## config.mk

```make
export PLATFORM = sky130hd
export DESIGN_NAME = vfifo_prio_ctrl
export DESIGN_NICKNAME = d
export VERILOG_FILES = /design/src/rtl/vfp_pkg.sv /design/src/rtl/vfp_shadow.sv /design/src/rtl/vfp_hyst.sv /design/src/rtl/vfifo_prio_ctrl.sv
export SDC_FILE = /design/constraint.sdc
export NUM_CORES = 1
export LEC_CHECK = 0
export CORE_MARGIN = 2
export CORE_UTILIZATION = 35
export CTS_BUF_LIST = sky130_fd_sc_hd__clkbuf_16
export DETAILED_ROUTE_END_ITERATION = 12
export PLACE_DENSITY = 0.66
export SYNTH_ARGS = -nofsm -noshare
export SYNTH_HDL_FRONTEND = slang
export SYNTH_HIERARCHICAL = 1
export SYNTH_SLANG_ARGS = --single-unit
```

## constraint.sdc

```tcl
create_clock -name clk -period 2.02 [get_ports clk]
set_clock_uncertainty 0.1 [all_clocks]
set_input_delay 0.303 -clock clk [delete_from_list [all_inputs] [get_ports clk]]
set_output_delay 0.303 -clock clk [all_outputs]
set_load 0.01 [all_outputs]
```

## src/rtl/vfp_pkg.sv

```systemverilog
package vfp_pkg;
    localparam int WM_W = 4;

    typedef struct packed {
        logic [WM_W-1:0] start_lvl;
        logic [WM_W-1:0] end_lvl;
    } wm_cfg_t;
endpackage

```

## src/rtl/vfp_shadow.sv

```systemverilog
module vfp_shadow
    import vfp_pkg::*;
(
    input  logic    clk,
    input  logic    rst_n,
    input  logic    load_i,
    input  wm_cfg_t cfg_i,
    output wm_cfg_t cfg_o,
    output logic    err_o,
    output logic    armed_o
);
    typedef struct packed {
        wm_cfg_t cfg;
    } shadow_t;

    shadow_t st_d, st_q;
    logic    end_zero;

    always_comb begin
        st_d = st_q;
        if (load_i) begin
            st_d.cfg = cfg_i;
        end
    end

    always_ff @(posedge clk or negedge rst_n) begin
        if (!rst_n) begin
            st_q <= '0;
        end else begin
            st_q <= st_d;
        end
    end

    // a zero high mark means the overlay path is unused: quiet, not an error
    assign end_zero = (st_q.cfg.end_lvl == '0);
    assign err_o    = !end_zero &&
                      ((st_q.cfg.start_lvl == '0) ||
                       (st_q.cfg.start_lvl >= st_q.cfg.end_lvl));
    assign armed_o  = !end_zero && !err_o;
    assign cfg_o    = st_q.cfg;
endmodule

```

## src/rtl/vfp_hyst.sv

```systemverilog
module vfp_hyst
    import vfp_pkg::*;
#(
    parameter int DEPTH_W    = 11,
    parameter int UNIT_SHIFT = 6
) (
    input  logic               clk,
    input  logic               rst_n,
    input  logic               enable_i,
    input  wm_cfg_t            cfg_i,
    input  logic [DEPTH_W-1:0] fill_i,
    output logic               req_o
);
    localparam int LVLB_W = WM_W + UNIT_SHIFT;
    localparam int CW     = ((DEPTH_W > LVLB_W) ? DEPTH_W : LVLB_W) + 1;

    logic [CW-1:0] fill_x, lo_bytes, hi_bytes;
    logic          hi_d, hi_q;

    always_comb begin
        fill_x   = {{(CW-DEPTH_W){1'b0}}, fill_i};
        lo_bytes = {{(CW-WM_W){1'b0}}, cfg_i.start_lvl} << UNIT_SHIFT;
        hi_bytes = {{(CW-WM_W){1'b0}}, cfg_i.end_lvl} << UNIT_SHIFT;
        if (!enable_i) begin
            hi_d = 1'b0;
        end else if (hi_q) begin
            hi_d = (fill_x < hi_bytes);
        end else begin
            hi_d = (fill_x <= lo_bytes);
        end
    end

    always_ff @(posedge clk or negedge rst_n) begin
        if (!rst_n) begin
            hi_q <= 1'b0;
        end else begin
            hi_q <= hi_d;
        end
    end

    assign req_o = hi_q;
endmodule

```

## src/rtl/vfifo_prio_ctrl.sv

```systemverilog
module vfifo_prio_ctrl
    import vfp_pkg::*;
#(
    parameter int DEPTH_W    = 11,
    parameter int UNIT_SHIFT = 6,
    parameter int FIFO_BYTES = 1024
) (
    input  logic               clk,
    input  logic               rst_n,
    input  logic               ovl_en_i,
    input  logic               frame_start_i,
    input  logic [WM_W-1:0]    start_lvl_i,
    input  logic [WM_W-1:0]    end_lvl_i,
    input  logic [DEPTH_W-1:0] fill_bytes_i,
    output logic               hi_req_o,
    output logic               norm_req_o,
    output logic               cfg_err_o
);
    localparam logic [DEPTH_W:0] FULL_X = FIFO_BYTES[DEPTH_W:0];

    wm_cfg_t pend_cfg, act_cfg;
    logic    armed;
    logic    norm_d, norm_q;

    assign pend_cfg.start_lvl = start_lvl_i;
    assign pend_cfg.end_lvl   = end_lvl_i;

    vfp_shadow u_shadow (
        .clk     (clk),
        .rst_n   (rst_n),
        .load_i  (frame_start_i),
        .cfg_i   (pend_cfg),
        .cfg_o   (act_cfg),
        .err_o   (cfg_err_o),
        .armed_o (armed)
    );

    vfp_hyst #(
        .DEPTH_W    (DEPTH_W),
        .UNIT_SHIFT (UNIT_SHIFT)
    ) u_hyst (
        .clk      (clk),
        .rst_n    (rst_n),
        .enable_i (ovl_en_i && armed),
        .cfg_i    (act_cfg),
        .fill_i   (fill_bytes_i),
        .req_o    (hi_req_o)
    );

    always_comb begin
        norm_d = ovl_en_i && ({1'b0, fill_bytes_i} < FULL_X);
    end

    always_ff @(posedge clk or negedge rst_n) begin
        if (!rst_n) begin
            norm_q <= 1'b0;
        end else begin
            norm_q <= norm_d;
        end
    end

    assign norm_req_o = norm_q;
endmodule

```

**Yosys cells after proc, flatten, opt, wreduce, memory -nomap -nowiden**

Cells that the tools add are included.

- Output and inout bits: 3
- Word-level logic and storage cells: 19
- Input bits: 23
- Register bits: 10

- Reductions and logical operators: 9
- Magnitude comparators: 4
- Multiplexer cells: 2

Operator list:

| kind | count |
|---|---|
| 11-bit by 10-bit <= comparator with 1-bit output | 1 |
| 11-bit by 10-bit less-than comparator with 1-bit output | 1 |
| 11-bit less-than comparator (second input constant) | 1 |
| 4-bit zero test | 2 |
| 4-bit >= comparator | 1 |
| 1-bit logical AND | 4 |
| 1-bit zero test | 2 |
| 1-bit two-way mux | 2 |
| 1-bit logical OR | 1 |

**Longest topological paths before layout**

- Depth in word-level cells: 7
- Gate-level depth with buffers: 7
- Mapped depth without buffers: 7

**Modules after synthesis**

The synthesis kept the hierarchy.

Modules (own cells, without submodules):

| module | instances | area an instance (um^2) | seq. area each (um^2) | cells an instance |
|---|---|---|---|---|
| vfp_shadow | 1 | 401.6 | 200.2 | 36 |
| vfp_hyst | 1 | 252.7 | 25.0 | 29 |
| vfifo_prio_ctrl | 1 | 45.0 | 25.0 | 3 |

**Least setup slack after synthesis**

No wires, ideal clock.

- Path kind: reg-to-reg
- Start: register u_shadow.st_q, in the netlist u_shadow/cfg_o[0]
- End: register u_hyst.hi_q (netlist: u_hyst/req_o)
- Stages on the path, launching flop included: 7
- Period minus slack after synthesis: 1.657 ns
- Data required time: 1.855 ns
- Arrival: 1.492 ns
- Setup slack: 0.363 ns
- Path buffers: 0
- Cell sequence: dfrtp_1 > ha_1 > or3b_1 > o2111ai_1 > and3b_1 > and2_1 > o211a_1

- Word-level cells in the longest chain between the ends: 7
- Elaborated cells between the ends (all ways): 11
- Those cells by class: 2 x order compare; 2 x mux; 7 x reduce/logical

RTL lines:

| item | line | text |
|---|---|---|
| start: declaration | vfp_shadow.sv:16 | `shadow_t st_d, st_q;` |
| start signal: assignment | vfp_shadow.sv:30 | `st_q <= st_d;` |
| 4-bit >= comparator or 4-bit zero test (tied branches) | vfp_shadow.sv:38, vfp_shadow.sv:35 |  |
| 1-bit logical OR or 1-bit zero test (tied branches) | vfp_shadow.sv:37, vfp_shadow.sv:36, vfp_shadow.sv:39 |  |
| 1-bit logical AND | vfp_shadow.sv:36 | `assign err_o = !end_zero &&` |
| 1-bit zero test | vfp_shadow.sv:39 | `assign armed_o = !end_zero && !err_o;` |
| 1-bit logical AND (*) | vfp_shadow.sv:39 |  |
| net armed | vfifo_prio_ctrl.sv:22 | `logic armed;` |
| 1-bit logical AND (*) | vfifo_prio_ctrl.sv:44 | `.enable_i (ovl_en_i && armed),` |
| 1-bit two-way mux (*) | vfp_hyst.sv:24 | `if (!enable_i) begin` |
| net u_hyst.hi_d | vfp_hyst.sv:18 | `logic hi_d, hi_q;` |
| end signal: assignment | vfp_hyst.sv:37 | `hi_q <= hi_d;` |
| end: declaration | vfp_hyst.sv:18 |  |

The timed path passes the listed nets; every way through them passes the cells marked *.
A chain may end at the register's enable or synchronous reset.

**Worst setup path after layout**

- Start: register u_shadow.st_q, in the netlist u_shadow/cfg_o[4]
- End: output port cfg_err_o

- Word-level cells in the longest chain between the ends: 3
- Elaborated cells between the ends (all ways): 4
- Those cells by class: 1 x order compare; 3 x reduce/logical

RTL lines:

| item | line | text |
|---|---|---|
| 4-bit >= comparator or 4-bit zero test (tied branches) | vfp_shadow.sv:38, vfp_shadow.sv:37 |  |
| 1-bit logical OR (*) | vfp_shadow.sv:37 | `((st_q.cfg.start_lvl == '0) \|\|` |
| 1-bit logical AND (*) | vfp_shadow.sv:36 |  |
| end: declaration | vfifo_prio_ctrl.sv:17 | `output logic cfg_err_o` |

Mark *: on every way between the ends. The rest lies on a longest branch, timed or not.

==> metrics.yaml <==
clkPwrFrac_pct: 42.3
cp_max_fo: 2
r2r-end: "u_hyst/req_o"
hold_path.class: "primary input to asynchronous set/reset pin"
syn_nets: 102
p_int_mw: 0.615
gr-total-overflow: 0
p_per_area_nw_per_um2: 701
drtPass1Iterations: 2
rows: 16
cp.required_ns: 1.62
layout_common_cells: "24 x clkdlybuf4s50_1, 10 x dfrtp_1, 10 x inv_1, 10 x ha_1, 9 x buf_4"
grt_pass1_wl_um: 2950
track_usage_pct: 15.9
synth_cells: 68
power_leakage_nw: 0.532
drt_iter0_markers: 1
maxCapViolCount: 0
drive_gt1_share_pct: 26.9
yosys.cell_types.count: 23
vias_per_cell: 4.86
yosysSeqAreaShare_pct: 35.8
worstSetupPathType: "register to primary output"
drv_slew: 0
syn_area_per_cell_um2: 10.3
io_buffers: 25
gp_congestion: 0.826
vdd_drop_max_mv: 0.558
ant_nets: 0
drc: 0
crit_chain: "inv_2, ha_4, or3b_4, o2111ai_4, a21oi_2, buf_2"
core_area_um2: 1920
fill_cells: 184
hold_violations: 0
clk_pin_slew_ns: 0.04
reg2regPathDepth: 7
seqPwrFrac_pct: 28.7
grt_max_degree: 13
placed_cells: 127
wire_per_inst_um: 12.6
cpMaxStageDelayCell: "or3b_4"
r2r_start: "u_shadow/cfg_o[4]"
drt_wl_total_um: 1650
grt_pass1_vias: 677
worstMarginPinSlew_ns: 0.471
swShare_pct: 24.2
cts-htree-levels: 1
die_area_um2: 2370
cts_tree: "done"
period_share_pct: 98.9
vias: 637
cts_sinks: 10
pin_count: 26
status: "finished clean"
arrival_ns: 1.60
fp.dieH_um: 48.7
antenna_found_initial: 0
power.net_switching_mw: 0.196
clockBufferDepth: 2
rrSetupSlack_ns: 0.29
grt_setup_unrepaired: "yes"
diodes: 0
place_ws_ns: -0.0824
final.setup.worst_slack_ns: 0.0215
netlist_area_um2: 699
finalNetCount: 140
cp-end-kind: "primary output"
synthToLayoutAreaGrowth_pct: 65.5
fmax_ghz: 0.500
slew_headroom_pct: 68.5
instances_no_fill: 131
clk_latency_ns: 0.24
cts_buffers: 3
hold_buffers: 0
layout_commonest_cell: "clkdlybuf4s50_1"
start_util_pct: 36.4
cts_root_buf: "clkbuf_16"
yosysWarningCount: 6
setup_viol: 0
fin_crit_ns: 2.00
synth_seq_cells: 10
critPathMaxStageDelay_ns: 0.40
pwr-share-comb_pct: 29.1
startpoint_type: "register"
die_w_um: 48.7
## worst max-delay path by stage
| stage | startpoint | to | slack [ns] | cells past startpoint |
|---|---|---|---|---|
| floorplan | u_shadow/cfg_o[0] | u_hyst/req_o | 0.36 | 6 |
| global placement | u_shadow/cfg_o[0] | cfg_err_o | -0.07 | 5 |
| detailed placement | u_shadow/cfg_o[0] | cfg_err_o | -0.08 | 5 |
| CTS | u_shadow/cfg_o[0] | cfg_err_o | 0.02 | 5 |
| global route | u_shadow/cfg_o[4] | cfg_err_o | -0.04 | 6 |
| finish | u_shadow/cfg_o[4] | cfg_err_o | 0.02 | 6 |
## metrics by stage
stage               area [µm²]  hold WS [ns]  setup TNS, ns  util, %  total power [mW]
CTS                       1110         0.323              0     58.0             0.794
finish                    1160         0.294              0     60.2             0.811
global placement          1040         0.465        -0.0654     54.0             0.439
floorplan                  699       -0.0926              0        -             0.333
detailed placement        1040         0.469        -0.0824     54.0             0.442
global route              1160         0.331        -0.0396     60.2             0.860
## flip-flops by register name, summed over array words and instances (netlist names)
register	cells
u_shadow/cfg_o	8
u_hyst/req_o	1
norm_req_o	1
## logic make-up (layout without fill, tap and decap cells)
group                    count (synthesis)  in the layout  share of synthesized area [%]
adder cells (fa/ha/maj)                 11             11                           19.7
AO/OA/AOI/OAI                           14             14                           13.8
flip-flops                              10             10                           35.8
buffers and inverters                   12             48                           6.62
AND/OR/NAND/NOR                         17             17                           17.7
multiplexers                             4              4                           6.44
## power groups by stage
stage | sequential [mW] | combinational, mW | clock (mW)
after CTS | 0.232 | 0.211 | 0.350
after floorplan | 0.236 | 0.0970 | 0
after global placement | 0.234 | 0.205 | 0
final | 0.233 | 0.236 | 0.343
after detailed placement | 0.234 | 0.208 | 0
after global routing | 0.236 | 0.262 | 0.361
## worst max-delay path, delay by kind of cell, from the launching register on
| family | cells | cell delay (ns) |
|---|---|---|
| AOI/OAI and AO/OA | 2 | 0.15 |
| adders and majority gates | 1 | 0.20 |
| buffers and inverters | 2 | 0.23 |
| and+or+nand+nor | 1 | 0.40 |
| DFF | 1 | 0.38 |
## routing by layer
metal  vias up  global-route usage, %  routed length (µm)  share of wire, %
li1        321                      -                   -                 -
met1       291                   18.3                 723                44
met2        23                   27.2                 788                48
met3         2                   5.56                 122               7.4
met4         0                   5.71                  14              0.85
met5         -                      0                   0                 0
## synth_stat cells
master | number | share of area [%]
or3b_1 | 1 | 1.3
o31ai_1 | 1 | 1.1
o211a_1 | 1 | 1.4
mux2_2 | 4 | 6.4
nand2_1 | 4 | 2.1
buf_2 | 1 | 0.71
a31oi_1 | 1 | 0.90
and2_1 | 1 | 0.90
nor2b_2 | 1 | 1.3
inv_1 | 11 | 5.9
o21ai_0 | 5 | 3.6
dfrtp_1 | 10 | 36
a211oi_1 | 1 | 1.1
o2111ai_1 | 1 | 1.3
nor4b_1 | 1 | 1.3
and3b_1 | 1 | 1.3
nor2_1 | 1 | 0.54
a21oi_1 | 3 | 2.1
nor4_1 | 4 | 3.6
ha_1 | 11 | 20
nor2b_4 | 2 | 3.9
o41ai_2 | 1 | 2.3
and3_4 | 1 | 1.6
## final cells by class
cell class	instances	area, µm²	share of cell area [%]
Inverter	11	41.3	3.57
Sequential cell	10	250	21.6
Tap cell	27	33.8	2.92
Clock buffer	3	75.1	6.49
Multi-Input combinational cell	46	444	38.4
Timing Repair Buffer	34	313	27.0
## timing repair
item | 4_1_cts | 5_1_grt
endpoints found under the hold margin | 0 | 0
pin swaps | 0 | 4
endpoints found under the setup margin | 1 | 1
buffers inserted | 0 | 1
gates resized for setup | 5 | 6
(Power assumes the default switching activity.)
